File: src/rtl/pbk_pkg.sv
`timescale 1ns/1ps
package pbk_pkg;
  localparam logic [7:0] OFS_ENABLE = 8'h00;
  localparam logic [7:0] OFS_BASE   = 8'h04;
  localparam logic [7:0] OFS_SIZE   = 8'h08;
  localparam logic [7:0] OFS_PROD   = 8'h0c;
  localparam logic [7:0] OFS_CONS   = 8'h10;
  localparam logic [7:0] OFS_SRST   = 8'h2c;
  localparam logic [7:0] OFS_BURST  = 8'h58;
  localparam int unsigned SRST_TX_BIT = 1;

  typedef enum logic [1:0] {FS_IDLE, FS_ISSUE, FS_WAIT} fetch_state_e;
endpackage

File: src/rtl/pbk_regs.sv
`timescale 1ns/1ps
module pbk_regs
  import pbk_pkg::*;
#(
  parameter int unsigned ADDR_W      = 32,
  parameter int unsigned IDX_W       = 21,
  parameter int unsigned BURST_BYTES = 16
) (
  input  logic              clk,
  input  logic              rst,
  input  logic              reg_wr,
  input  logic              reg_rd,
  input  logic [7:0]        reg_addr,
  input  logic [31:0]       reg_wdata,
  output logic [31:0]       reg_rdata,
  input  logic [IDX_W-1:0]  cons_idx,
  output logic              enable,
  output logic [ADDR_W-1:0] base_addr,
  output logic [IDX_W-1:0]  buf_mask,
  output logic [IDX_W-1:0]  prod_idx,
  output logic              soft_rst
);
  localparam int unsigned SIZE_W = IDX_W + 1;

  logic [SIZE_W-1:0] size_q;

  assign soft_rst = reg_wr && (reg_addr == OFS_SRST) && reg_wdata[SRST_TX_BIT];
  assign buf_mask = size_q[IDX_W-1:0] - 1'b1;

  always_ff @(posedge clk) begin
    if (rst) begin
      enable    <= 1'b0;
      base_addr <= '0;
      size_q    <= '0;
      prod_idx  <= '0;
    end else if (soft_rst) begin
      enable   <= 1'b0;
      prod_idx <= '0;
    end else if (reg_wr) begin
      case (reg_addr)
        OFS_ENABLE: enable    <= reg_wdata[0];
        OFS_BASE:   base_addr <= reg_wdata[ADDR_W-1:0];
        OFS_SIZE:   size_q    <= reg_wdata[SIZE_W-1:0];
        OFS_PROD:   prod_idx  <= reg_wdata[IDX_W-1:0];
        default: ;
      endcase
    end
  end

  always_ff @(posedge clk) begin
    if (rst) begin
      reg_rdata <= '0;
    end else if (reg_rd) begin
      case (reg_addr)
        OFS_ENABLE: reg_rdata <= {31'b0, enable};
        OFS_BASE:   reg_rdata <= 32'(base_addr);
        OFS_SIZE:   reg_rdata <= 32'(size_q);
        OFS_PROD:   reg_rdata <= 32'(prod_idx);
        OFS_CONS:   reg_rdata <= 32'(cons_idx);
        OFS_BURST:  reg_rdata <= (32'(BURST_BYTES) & 32'h0000_FFFF) << 8;
        default:    reg_rdata <= '0;
      endcase
    end
  end

  AST_SRST_CLEARS_SW: assert property (@(posedge clk) disable iff (rst)
    soft_rst |=> (!enable && prod_idx == '0));
endmodule

File: src/rtl/pbk_hold.sv
`timescale 1ns/1ps
module pbk_hold #(
  parameter int unsigned DATA_W = 32,
  parameter int unsigned DEPTH  = 8
) (
  input  logic              clk,
  input  logic              rst,
  input  logic              flush,
  input  logic              push,
  input  logic [DATA_W-1:0] push_data,
  input  logic              out_ready,
  output logic              out_valid,
  output logic [DATA_W-1:0] out_data,
  output logic [$clog2(DEPTH+1)-1:0] count
);
  localparam int unsigned PTR_W = $clog2(DEPTH);
  localparam int unsigned CNT_W = $clog2(DEPTH+1);

  logic [DATA_W-1:0] mem [DEPTH];
  logic [PTR_W-1:0]  wptr, rptr;
  logic              pop;

  assign out_valid = (count != '0);
  assign pop       = out_valid && out_ready;
  assign out_data  = mem[rptr];

  always_ff @(posedge clk) begin
    if (push) mem[wptr] <= push_data;
  end

  always_ff @(posedge clk) begin
    if (rst || flush) begin
      wptr  <= '0;
      rptr  <= '0;
      count <= '0;
    end else begin
      if (push) wptr <= wptr + 1'b1;
      if (pop)  rptr <= rptr + 1'b1;
      count <= count + CNT_W'(push) - CNT_W'(pop);
    end
  end

  AST_NO_OVERFLOW: assert property (@(posedge clk) disable iff (rst)
    push |-> (count < CNT_W'(DEPTH) || pop));
  AST_HOLD_STABLE: assert property (@(posedge clk) disable iff (rst)
    (out_valid && !out_ready && !flush) |=> (out_valid && $stable(out_data)));
endmodule

File: src/rtl/pbk_fetch.sv
`timescale 1ns/1ps
module pbk_fetch
  import pbk_pkg::*;
#(
  parameter int unsigned ADDR_W      = 32,
  parameter int unsigned IDX_W       = 21,
  parameter int unsigned BURST_WORDS = 4,
  parameter int unsigned WORD_BYTES  = 4,
  parameter int unsigned SPACE_W     = 4
) (
  input  logic               clk,
  input  logic               rst,
  input  logic               enable,
  input  logic [ADDR_W-1:0]  base_addr,
  input  logic [IDX_W-1:0]   buf_mask,
  input  logic [IDX_W-1:0]   prod_idx,
  input  logic               soft_rst,
  input  logic [SPACE_W-1:0] hold_space,
  input  logic               mem_rvalid,
  output logic               mem_req,
  output logic [ADDR_W-1:0]  mem_addr,
  output logic               push,
  output logic [IDX_W-1:0]   cons_idx,
  output logic               burst_done
);
  localparam int unsigned CNT_W       = $clog2(BURST_WORDS + 1);
  localparam int unsigned BURST_BYTES = BURST_WORDS * WORD_BYTES;
  localparam int unsigned WSH         = $clog2(WORD_BYTES);

  fetch_state_e      state;
  logic [CNT_W-1:0]  off, rcnt, pend, ignore_cnt, pend_n, issue_off;
  logic [IDX_W-1:0]  avail;
  logic [ADDR_W-1:0] issue_addr;
  logic              start, last_rsp;

  always_comb begin
    avail      = (prod_idx - cons_idx) & buf_mask;
    issue_off  = (state == FS_IDLE) ? '0 : off;
    issue_addr = base_addr + ADDR_W'((cons_idx + (IDX_W'(issue_off) << WSH)) & buf_mask);
    start      = (state == FS_IDLE) && enable && !soft_rst &&
                 (pend == '0) && (ignore_cnt == '0) &&
                 (avail >= IDX_W'(BURST_BYTES)) &&
                 (hold_space >= SPACE_W'(BURST_WORDS));
    push       = mem_rvalid && (ignore_cnt == '0) && !soft_rst;
    last_rsp   = push && (rcnt == CNT_W'(BURST_WORDS - 1));
    pend_n     = pend + CNT_W'(mem_req) - CNT_W'(mem_rvalid);
  end

  always_ff @(posedge clk) begin
    if (rst) begin
      state      <= FS_IDLE;
      off        <= '0;
      rcnt       <= '0;
      pend       <= '0;
      ignore_cnt <= '0;
      cons_idx   <= '0;
      mem_req    <= 1'b0;
      mem_addr   <= '0;
      burst_done <= 1'b0;
    end else begin
      pend       <= pend_n;
      burst_done <= 1'b0;
      if (soft_rst) begin
        state      <= FS_IDLE;
        off        <= '0;
        rcnt       <= '0;
        cons_idx   <= '0;
        mem_req    <= 1'b0;
        ignore_cnt <= pend_n;
      end else begin
        if (mem_rvalid && ignore_cnt != '0) ignore_cnt <= ignore_cnt - 1'b1;
        case (state)
          FS_IDLE: if (start) begin
            mem_req  <= 1'b1;
            mem_addr <= issue_addr;
            off      <= CNT_W'(1);
            state    <= FS_ISSUE;
          end
          FS_ISSUE: if (off == CNT_W'(BURST_WORDS)) begin
            mem_req <= 1'b0;
            state   <= FS_WAIT;
          end else begin
            mem_req  <= 1'b1;
            mem_addr <= issue_addr;
            off      <= off + 1'b1;
          end
          default: ;
        endcase
        if (push) begin
          if (last_rsp) begin
            rcnt       <= '0;
            cons_idx   <= (cons_idx + IDX_W'(BURST_BYTES)) & buf_mask;
            burst_done <= 1'b1;
            state      <= FS_IDLE;
          end else begin
            rcnt <= rcnt + 1'b1;
          end
        end
      end
    end
  end

  AST_NO_EMPTY_FETCH: assert property (@(posedge clk) disable iff (rst)
    $rose(mem_req) |-> $past(avail >= IDX_W'(BURST_BYTES)));
  AST_CONS_STEP: assert property (@(posedge clk) disable iff (rst)
    (cons_idx != $past(cons_idx)) |->
      (cons_idx == '0 || cons_idx == (($past(cons_idx) + IDX_W'(BURST_BYTES)) & $past(buf_mask))));
  AST_DONE_PULSE: assert property (@(posedge clk) disable iff (rst)
    burst_done |=> !burst_done);
  AST_SRST_ABORT: assert property (@(posedge clk) disable iff (rst)
    soft_rst |=> (cons_idx == '0 && !mem_req));
endmodule

File: src/rtl/pbk_consumer.sv
`timescale 1ns/1ps
module pbk_consumer #(
  parameter int unsigned ADDR_W      = 32,
  parameter int unsigned DATA_W      = 32,
  parameter int unsigned IDX_W       = 21,
  parameter int unsigned BURST_WORDS = 4,
  parameter int unsigned HOLD_WORDS  = 8
) (
  input  logic              clk,
  input  logic              rst,
  input  logic              reg_wr,
  input  logic              reg_rd,
  input  logic [7:0]        reg_addr,
  input  logic [31:0]       reg_wdata,
  output logic [31:0]       reg_rdata,
  output logic              mem_req,
  output logic [ADDR_W-1:0] mem_addr,
  input  logic              mem_rvalid,
  input  logic [DATA_W-1:0] mem_rdata,
  output logic              out_valid,
  input  logic              out_ready,
  output logic [DATA_W-1:0] out_data,
  output logic              burst_done
);
  localparam int unsigned WORD_BYTES  = DATA_W / 8;
  localparam int unsigned BURST_BYTES = BURST_WORDS * WORD_BYTES;
  localparam int unsigned SPACE_W     = $clog2(HOLD_WORDS + 1);

  logic               enable, soft_rst, push;
  logic [ADDR_W-1:0]  base_addr;
  logic [IDX_W-1:0]   buf_mask, prod_idx, cons_idx;
  logic [SPACE_W-1:0] hold_count, hold_space;

  assign hold_space = SPACE_W'(HOLD_WORDS) - hold_count;

  pbk_regs #(.ADDR_W(ADDR_W), .IDX_W(IDX_W), .BURST_BYTES(BURST_BYTES)) u_regs (
    .clk(clk), .rst(rst), .reg_wr(reg_wr), .reg_rd(reg_rd), .reg_addr(reg_addr),
    .reg_wdata(reg_wdata), .reg_rdata(reg_rdata), .cons_idx(cons_idx),
    .enable(enable), .base_addr(base_addr), .buf_mask(buf_mask),
    .prod_idx(prod_idx), .soft_rst(soft_rst)
  );

  pbk_fetch #(.ADDR_W(ADDR_W), .IDX_W(IDX_W), .BURST_WORDS(BURST_WORDS),
              .WORD_BYTES(WORD_BYTES), .SPACE_W(SPACE_W)) u_fetch (
    .clk(clk), .rst(rst), .enable(enable), .base_addr(base_addr),
    .buf_mask(buf_mask), .prod_idx(prod_idx), .soft_rst(soft_rst),
    .hold_space(hold_space), .mem_rvalid(mem_rvalid), .mem_req(mem_req),
    .mem_addr(mem_addr), .push(push), .cons_idx(cons_idx), .burst_done(burst_done)
  );

  pbk_hold #(.DATA_W(DATA_W), .DEPTH(HOLD_WORDS)) u_hold (
    .clk(clk), .rst(rst), .flush(soft_rst), .push(push), .push_data(mem_rdata),
    .out_ready(out_ready), .out_valid(out_valid), .out_data(out_data),
    .count(hold_count)
  );
endmodule

File: config.mk
export PLATFORM = sky130hd
export DESIGN_NAME = pbk_consumer
export DESIGN_NICKNAME = d
export VERILOG_FILES = /design/src/rtl/pbk_pkg.sv /design/src/rtl/pbk_regs.sv /design/src/rtl/pbk_hold.sv /design/src/rtl/pbk_fetch.sv /design/src/rtl/pbk_consumer.sv
export SDC_FILE = /design/constraint.sdc
export NUM_CORES = 1
export LEC_CHECK = 0
export ABC_CLOCK_PERIOD_IN_PS = 7000
export BUFFER_PORTS_ARGS = -buffer_cell sky130_fd_sc_hd__buf_2
export CORE_UTILIZATION = 40
export DETAILED_ROUTE_END_ITERATION = 12
export GPL_TIMING_DRIVEN = 0
export SLEW_MARGIN = 20
export SYNTH_ARGS = -nofsm -noshare
export SYNTH_HDL_FRONTEND = slang
export SYNTH_SLANG_ARGS = --single-unit
export TNS_END_PERCENT = 100
File: constraint.sdc
create_clock -name clk -period 7 [get_ports clk]
set_input_delay 0.35 -clock clk [delete_from_list [all_inputs] [get_ports clk]]
set_output_delay 0.35 -clock clk [all_outputs]
set_load 0.01 [all_outputs]
* After elaboration in Yosys (flattened, before gate mapping)
Memories as Yosys holds them, arrays and structs flattened. A register that Yosys moved wholly into a read port is not among the register bits.
Cells that the tools add are included.
** Word-level totals
- Register bits :: 187
- Bits in writable memories :: 256
- Output and inout bits :: 99
- Logic and storage cells :: 108
- Memories kept :: 1
** Memory list
- u_hold.mem :: words 8, bits a word 32, rd ports 1, clocked after Yosys merged registers in 1, write ports 1, RTL line pbk_hold.sv:19 : logic [DATA_W-1:0] mem [DEPTH];
** Operators by class
- Add/sub/neg operators :: 15
- Order comparisons :: 2
- Equality and inequality tests :: 11
- Muxes and demuxes :: 24
- Bitwise operators :: 5
- Reduce and logical (&&, ||, !) cells :: 33
** Operator list (number)
- $pmux 32 s6 :: 1
- $mux 32 :: 2
- $pmux 32 s2 :: 1
- $and 21x21->21 :: 2
- $add 32x32->32 :: 1
- $and 32x21->32 :: 1
- $mux 3 :: 8
- $add 21x5->22 :: 1
- $add 21x5->21 const B :: 1
- $ge 21x5->1 const B :: 1
- $sub 21x1->21 const B :: 1
- $sub 21x21->21 :: 1
- $eq 8x4->1 const B :: 2
- $logic_and 1x1->1 :: 13
- $add 3x1->3 const B :: 4
- $reduce_and 3->1 :: 3
- $eq 8x3->1 const B :: 1
- $eq 8x5->1 const B :: 1
- $eq 8x6->1 const B :: 1
- $eq 8x7->1 const B :: 1
- $logic_not 8->1 :: 1
- $mux 2 :: 4
- $reduce_and 2->1 :: 4
- $logic_not 3->1 :: 2
- 26 further kinds :: 32

* Longest topological paths before layout
- Word-level depth :: 13
- Mapped depth :: 21
- Depth with buffers taken out :: 20

* Cells and area by module
Synthesis repeated with hierarchy kept, for this count alone.
** Second synthesis, totals
- Cell total of the unflattened synthesis :: 1814
- Area, all modules :: 21087.7 um^2
** Modules (own cells, without submodules)
- pbk_hold :: times used 1, cells each 446, area an instance 10406.2 um^2
- pbk_fetch :: times used 1, cells each 764, area an instance 5850.6 um^2
- pbk_regs :: times used 1, cells each 598, area an instance 4783.3 um^2
- pbk_consumer :: times used 1, cells each 6, area an instance 47.5 um^2

* Least setup slack after synthesis
No wires, ideal clock.
- Path type :: register -> register
- From :: reg u_fetch.ignore_cnt[0]
- To :: mem u_hold.mem[2][0], enable pin
- Library setup time :: 0.513 ns
- Arrival time :: 4.353 ns
- Data required time :: 6.487 ns
- Path slack :: 2.134 ns
- Cell stages (with the launch flop) :: 6
- Path buffers :: 0
- Cells stage by stage :: dfxtp_1 -> inv_1 -> ha_1 -> nor2b_1 -> nand3_1 -> nor4b_1
** Between the ends
- Longest elaborated chain between the ends :: 5
** Ends and longest elaborated chain
- from (decl) :: RTL line pbk_fetch.sv:31 : logic [CNT_W-1:0] off, rcnt, pend, ignore_cnt, pend_n, issue_off;
- from (signal assigned) :: RTL line pbk_fetch.sv:69 : ignore_cnt <= pend_n;
- from (signal assigned) :: RTL line pbk_fetch.sv:71 : if (mem_rvalid && ignore_cnt != '0) ignore_cnt <= ignore_cnt - 1'b1;
- $logic_not 3->1 :: RTL line pbk_fetch.sv:44 : push = mem_rvalid && (ignore_cnt == '0) && !soft_rst;
- $logic_and 1x1->1 (2 in a row) :: RTL line pbk_fetch.sv:44
- $mux 1 :: RTL line pbk_hold.sv:28 : if (push) mem[wptr] <= push_data;
- $mux 1 (not written as such) :: RTL line pbk_hold.sv:28
- to (decl) :: RTL line pbk_hold.sv:19
No other way between the ends.

* Worst setup path in the final report
- From :: reg u_fetch.state[0]
- To :: reg u_fetch.mem_addr[22]
** Between the ends
- Longest elaborated chain between the ends :: 9
- Elaborated cells between the ends (all ways) :: 19
- Those cells by class :: 2 x add/sub; 3 x eq/ne; 4 x mux; 1 x bitwise; 9 x reduce/logical
** Ends and longest elaborated chain
- from (decl) :: RTL line pbk_fetch.sv:30 : fetch_state_e state;
- from (signal assigned) :: RTL line pbk_fetch.sv:51 : state <= FS_IDLE;
- from (signal assigned) :: RTL line pbk_fetch.sv:64 : state <= FS_IDLE;
- from (signal assigned) :: RTL line pbk_fetch.sv:77 : state <= FS_ISSUE;
- parallel branches: the longest is 9 deep, another holds $add 32x32->32
- to (signal assigned) :: RTL line pbk_fetch.sv:75 : mem_addr <= issue_addr;
- to (signal assigned) :: RTL line pbk_fetch.sv:84 : mem_addr <= issue_addr;
- to (decl) :: RTL line pbk_fetch.sv:21 : output logic [ADDR_W-1:0] mem_addr,
Parallel ways; which one is timed is not known. The select of a mux whose other input is x is not followed.
A chain may end at the register's enable or synchronous reset.

==> results.yml <==
drt:
  wirelength_um: 59500
  wl_per_cell_um: 21.1
  avgViaCountPerCell: 5.54
  drt_first_pass_iters: 7
  ant_nets: 0
  drt_iter0_markers: 1267
  via_count: 15600
  remaining_drc_errors: 0
setup_path:
  crit_fanout: 7
  cp_slowest_stage_delay_ps: 670
  rr_startpoint: "u_fetch.state[0]$_SDFF_PP0_"
  path_cells: "nor2_1 -> nor2_1 -> ha_1 -> a21o_1 -> a21oi_1 -> nor2_1 -> nand3_1 -> xnor2_1 -> nor2_1 -> ha_1 -> a2111oi_0 -> nand2b_1 -> o211ai_1 -> a211oi_1 -> o31ai_1 -> nor2_1 -> xor2_1 -> nand3_1 -> a21oi_1"
  cpLargestDelayFamily: "compound AO/OA/AOI/OAI gates"
  rrSetupSlack_ps: 1660
  r2r.worst_path.cells: 19
  required_ps: 7500
  start_kind: "flop"
  cp_common_cell: "nor2_1"
  crit_start: "u_fetch.state[0]$_SDFF_PP0_"
  endpoint_kind: "flop"
  crit_type: "reg2reg"
  path_buf_inv: 0
  cp_data_arrival_time_ps: 5840
  r2r_end: "u_fetch.mem_addr[22]$_SDFFE_PP0P_"
  slowest_stage: "o31ai_1"
sta:
  rsz0062_at_grt: "no"
  clock_skew_ps: 34.1
  min_period_ps: 5340
  max_clock_freq_ghz: 0.187
  hold_violations: 0
  tns_ps: 0
  worst_pin_slew_ps: 998
  maxSlewViolCount: 0
  worst_slack_ps: 1660
  hold-worst-slack_ps: 29.3
  setup-violations-final: 0
  period_share_pct: 76.3
  slew_headroom_pct: 33.5
synth:
  yosys_warnings: 0
  async_flop_share_pct: 0
  yosysTopAreaCell: "edfxtp_1"
  synth.net_count: 1957
  syn_avg_cell_area_um2: 11.4
  synthFlopType: "edfxtp_1"
  syn_area_mm2: 0.0207
  ys_seq_area_share_pct: 55.4
  synth.area.top_cells: "edfxtp_1 (37%), dfxtp_1 (18%), mux4_2 (7.0%)"
  synth_most_common_cell: "edfxtp_1"
  ys_seq_elements: 446
  yosys.area.top_type_share_pct: 37.1
  synthTopCellsByCount: "edfxtp_1 (256), nand2_1 (211), a21oi_1 (192), dfxtp_1 (190), nor2_1 (131)"
  synth_cell_types: 81
  syn-instance-count: 1813
  synth_edf_count: 256
floorplanning:
  row_count: 83
  start_util_pct: 40.4
  fp.dieW_um: 230
  die_y_um: 230
  coreArea_mm2: 0.0513
  die-area_mm2: 0.0527
  num_io_pins: 177
clock_network:
  ctsResizeCount: 0
  ctsHoldBuffers: 31
  postCtsSetupRepairBufs: 0
  cts_sinks: 446
  cts.path.max_buffers: 3
  cts_tree: "yes"
  clk-insertion-delay-late_ps: 600
  clk_pin_slew_ps: 60
  cts_root_buf: "clkbuf_16"
  cts_buffers: 47
  htree_levels: 2
grt:
  overflow: 0
  first_global_vias: 15100
  grt_pass1_wl_um: 89700
  grt_max_degree: 18
  antenna_found_initial: 0
  grt_usage_pct: 22.2
power_and_ir_drop:
  power_density_mw_per_mm2: 277
  peakVddDrop_v: 0.000201
  p_total_mw: 6.84
  leakage_nw: 8.89
finish:
  antenna_cells: 0
  stdcell_area_mm2: 0.0247
  syn2layout_area_growth_pct: 19.1
  layout.nets: 2249
  final_core_util_pct: 48.1
  drive_gt1_share_pct: 20.0
  fillers: 4754
  finalNonFillerCells: 2821
run:
  max_cap_violations: 0
placement:
  post-dp-hpwl_um: 43900
  dpl_cell_area_mm2: 0.0228
  post-place-cells: 2705
  port_buffers: 175
  gp_congestion: 0.914
  place_ws_ps: 1830
worst_hold_path:
  hold_path_depth: 1
  holdCritPathClass: "in2reg"
  min_to: "u_hold.mem[4][4]$_DFFE_PP_"
  worstHoldStart: "mem_rdata[4]"
run_status:
  status: "complete, no violations"
-- layout by cell type (no fill, tap or decap), types with 10 or more instances in the layout --
master,count
a211oi_1,27
edfxtp_1,256
ha_1,61
xnor2_1,59
a222oi_1,19
nor3_1,34
o21ai_0,39
a21oi_1,192
mux4_2,64
dfxtp_1,190
a22o_1,20
a21o_1,16
nand4_1,18
mux2_2,35
and3_1,12
buf_1,11
buf_2,185
xor2_1,30
buf_4,22
inv_1,55
clkbuf_1,94
nand3_1,67
nand2b_1,11
nor2_1,130
nand2_1,211
dlygate4sd3_1,31
clkbuf_16,47
buf_6,10
-- flip-flops by register name, summed over array words and instances, names as in the netlist, named ones only --
name                cells
u_fetch.pend            3
u_hold.count            4
u_regs.enable           1
u_regs.prod_idx        21
u_fetch.mem_req         1
u_fetch.state           2
u_fetch.ignore_cnt      3
u_fetch.rcnt            3
u_regs.reg_rdata       32
u_hold.mem            256
u_fetch.off             3
u_fetch.mem_addr       32
u_fetch.burst_done      1
u_hold.rptr             3
u_fetch.cons_idx       21
u_regs.size_q          22
u_regs.base_addr       32
u_hold.wptr             3
-- worst max-delay path by stage --
stage,slack [ps],depth (start not counted),to
global placement,-1350,5,u_hold.mem[2][19]$_DFFE_PP_
finish,1660,19,u_fetch.mem_addr[22]$_SDFFE_PP0P_
detailed placement,1830,19,u_fetch.mem_addr[22]$_SDFFE_PP0P_
CTS,1760,19,u_fetch.mem_addr[22]$_SDFFE_PP0P_
floorplan,2130,5,u_hold.mem[2][0]$_DFFE_PP_
global route,1110,19,u_fetch.mem_addr[22]$_SDFFE_PP0P_
-- per-layer routing --
metal  global-route usage [%]  vias up  wire length [µm]
li1                         -     7325                 -
met1                     30.2     7711             26200
met2                     36.6      487             28200
met3                     3.26       97              3310
met4                     7.12        0              1770
met5                        0        -                 0
-- report_power, final --
part / switching, mW / internal (mW) / leakage (nW)
clock network: 1.08 / 1.44 / 0.741
logic: 0.680 / 0.612 / 4.29
registers: 0.0583 / 2.96 / 3.85
-- layout make-up --
class	instances	area, µm²	area share (%)
plain buffers	103	409	1.66
clock buffers	60	1270	5.13
clock inverters	25	297	1.20
inverters	56	210	0.851
multi-input cells	1208	8670	35.1
flip-flops and latches	446	11500	46.5
well taps	680	851	3.45
repair buffers	243	1500	6.06
-- cell families (layout without fill, tap and decap cells) --
logic type	Yosys count	count (layout)	share of synthesized area, %
adders and majority gates	66	66	4.16
xor gates and xnor gates	89	89	3.76
muxes	103	103	9.05
and+or+nand+nor	558	558	12.5
DFF	446	446	55.4
buffers and inverters	159	487	2.99
AOI/OAI and AO/OA	392	392	12.1
No activity file was read; power rests on OpenSTA's default activity.
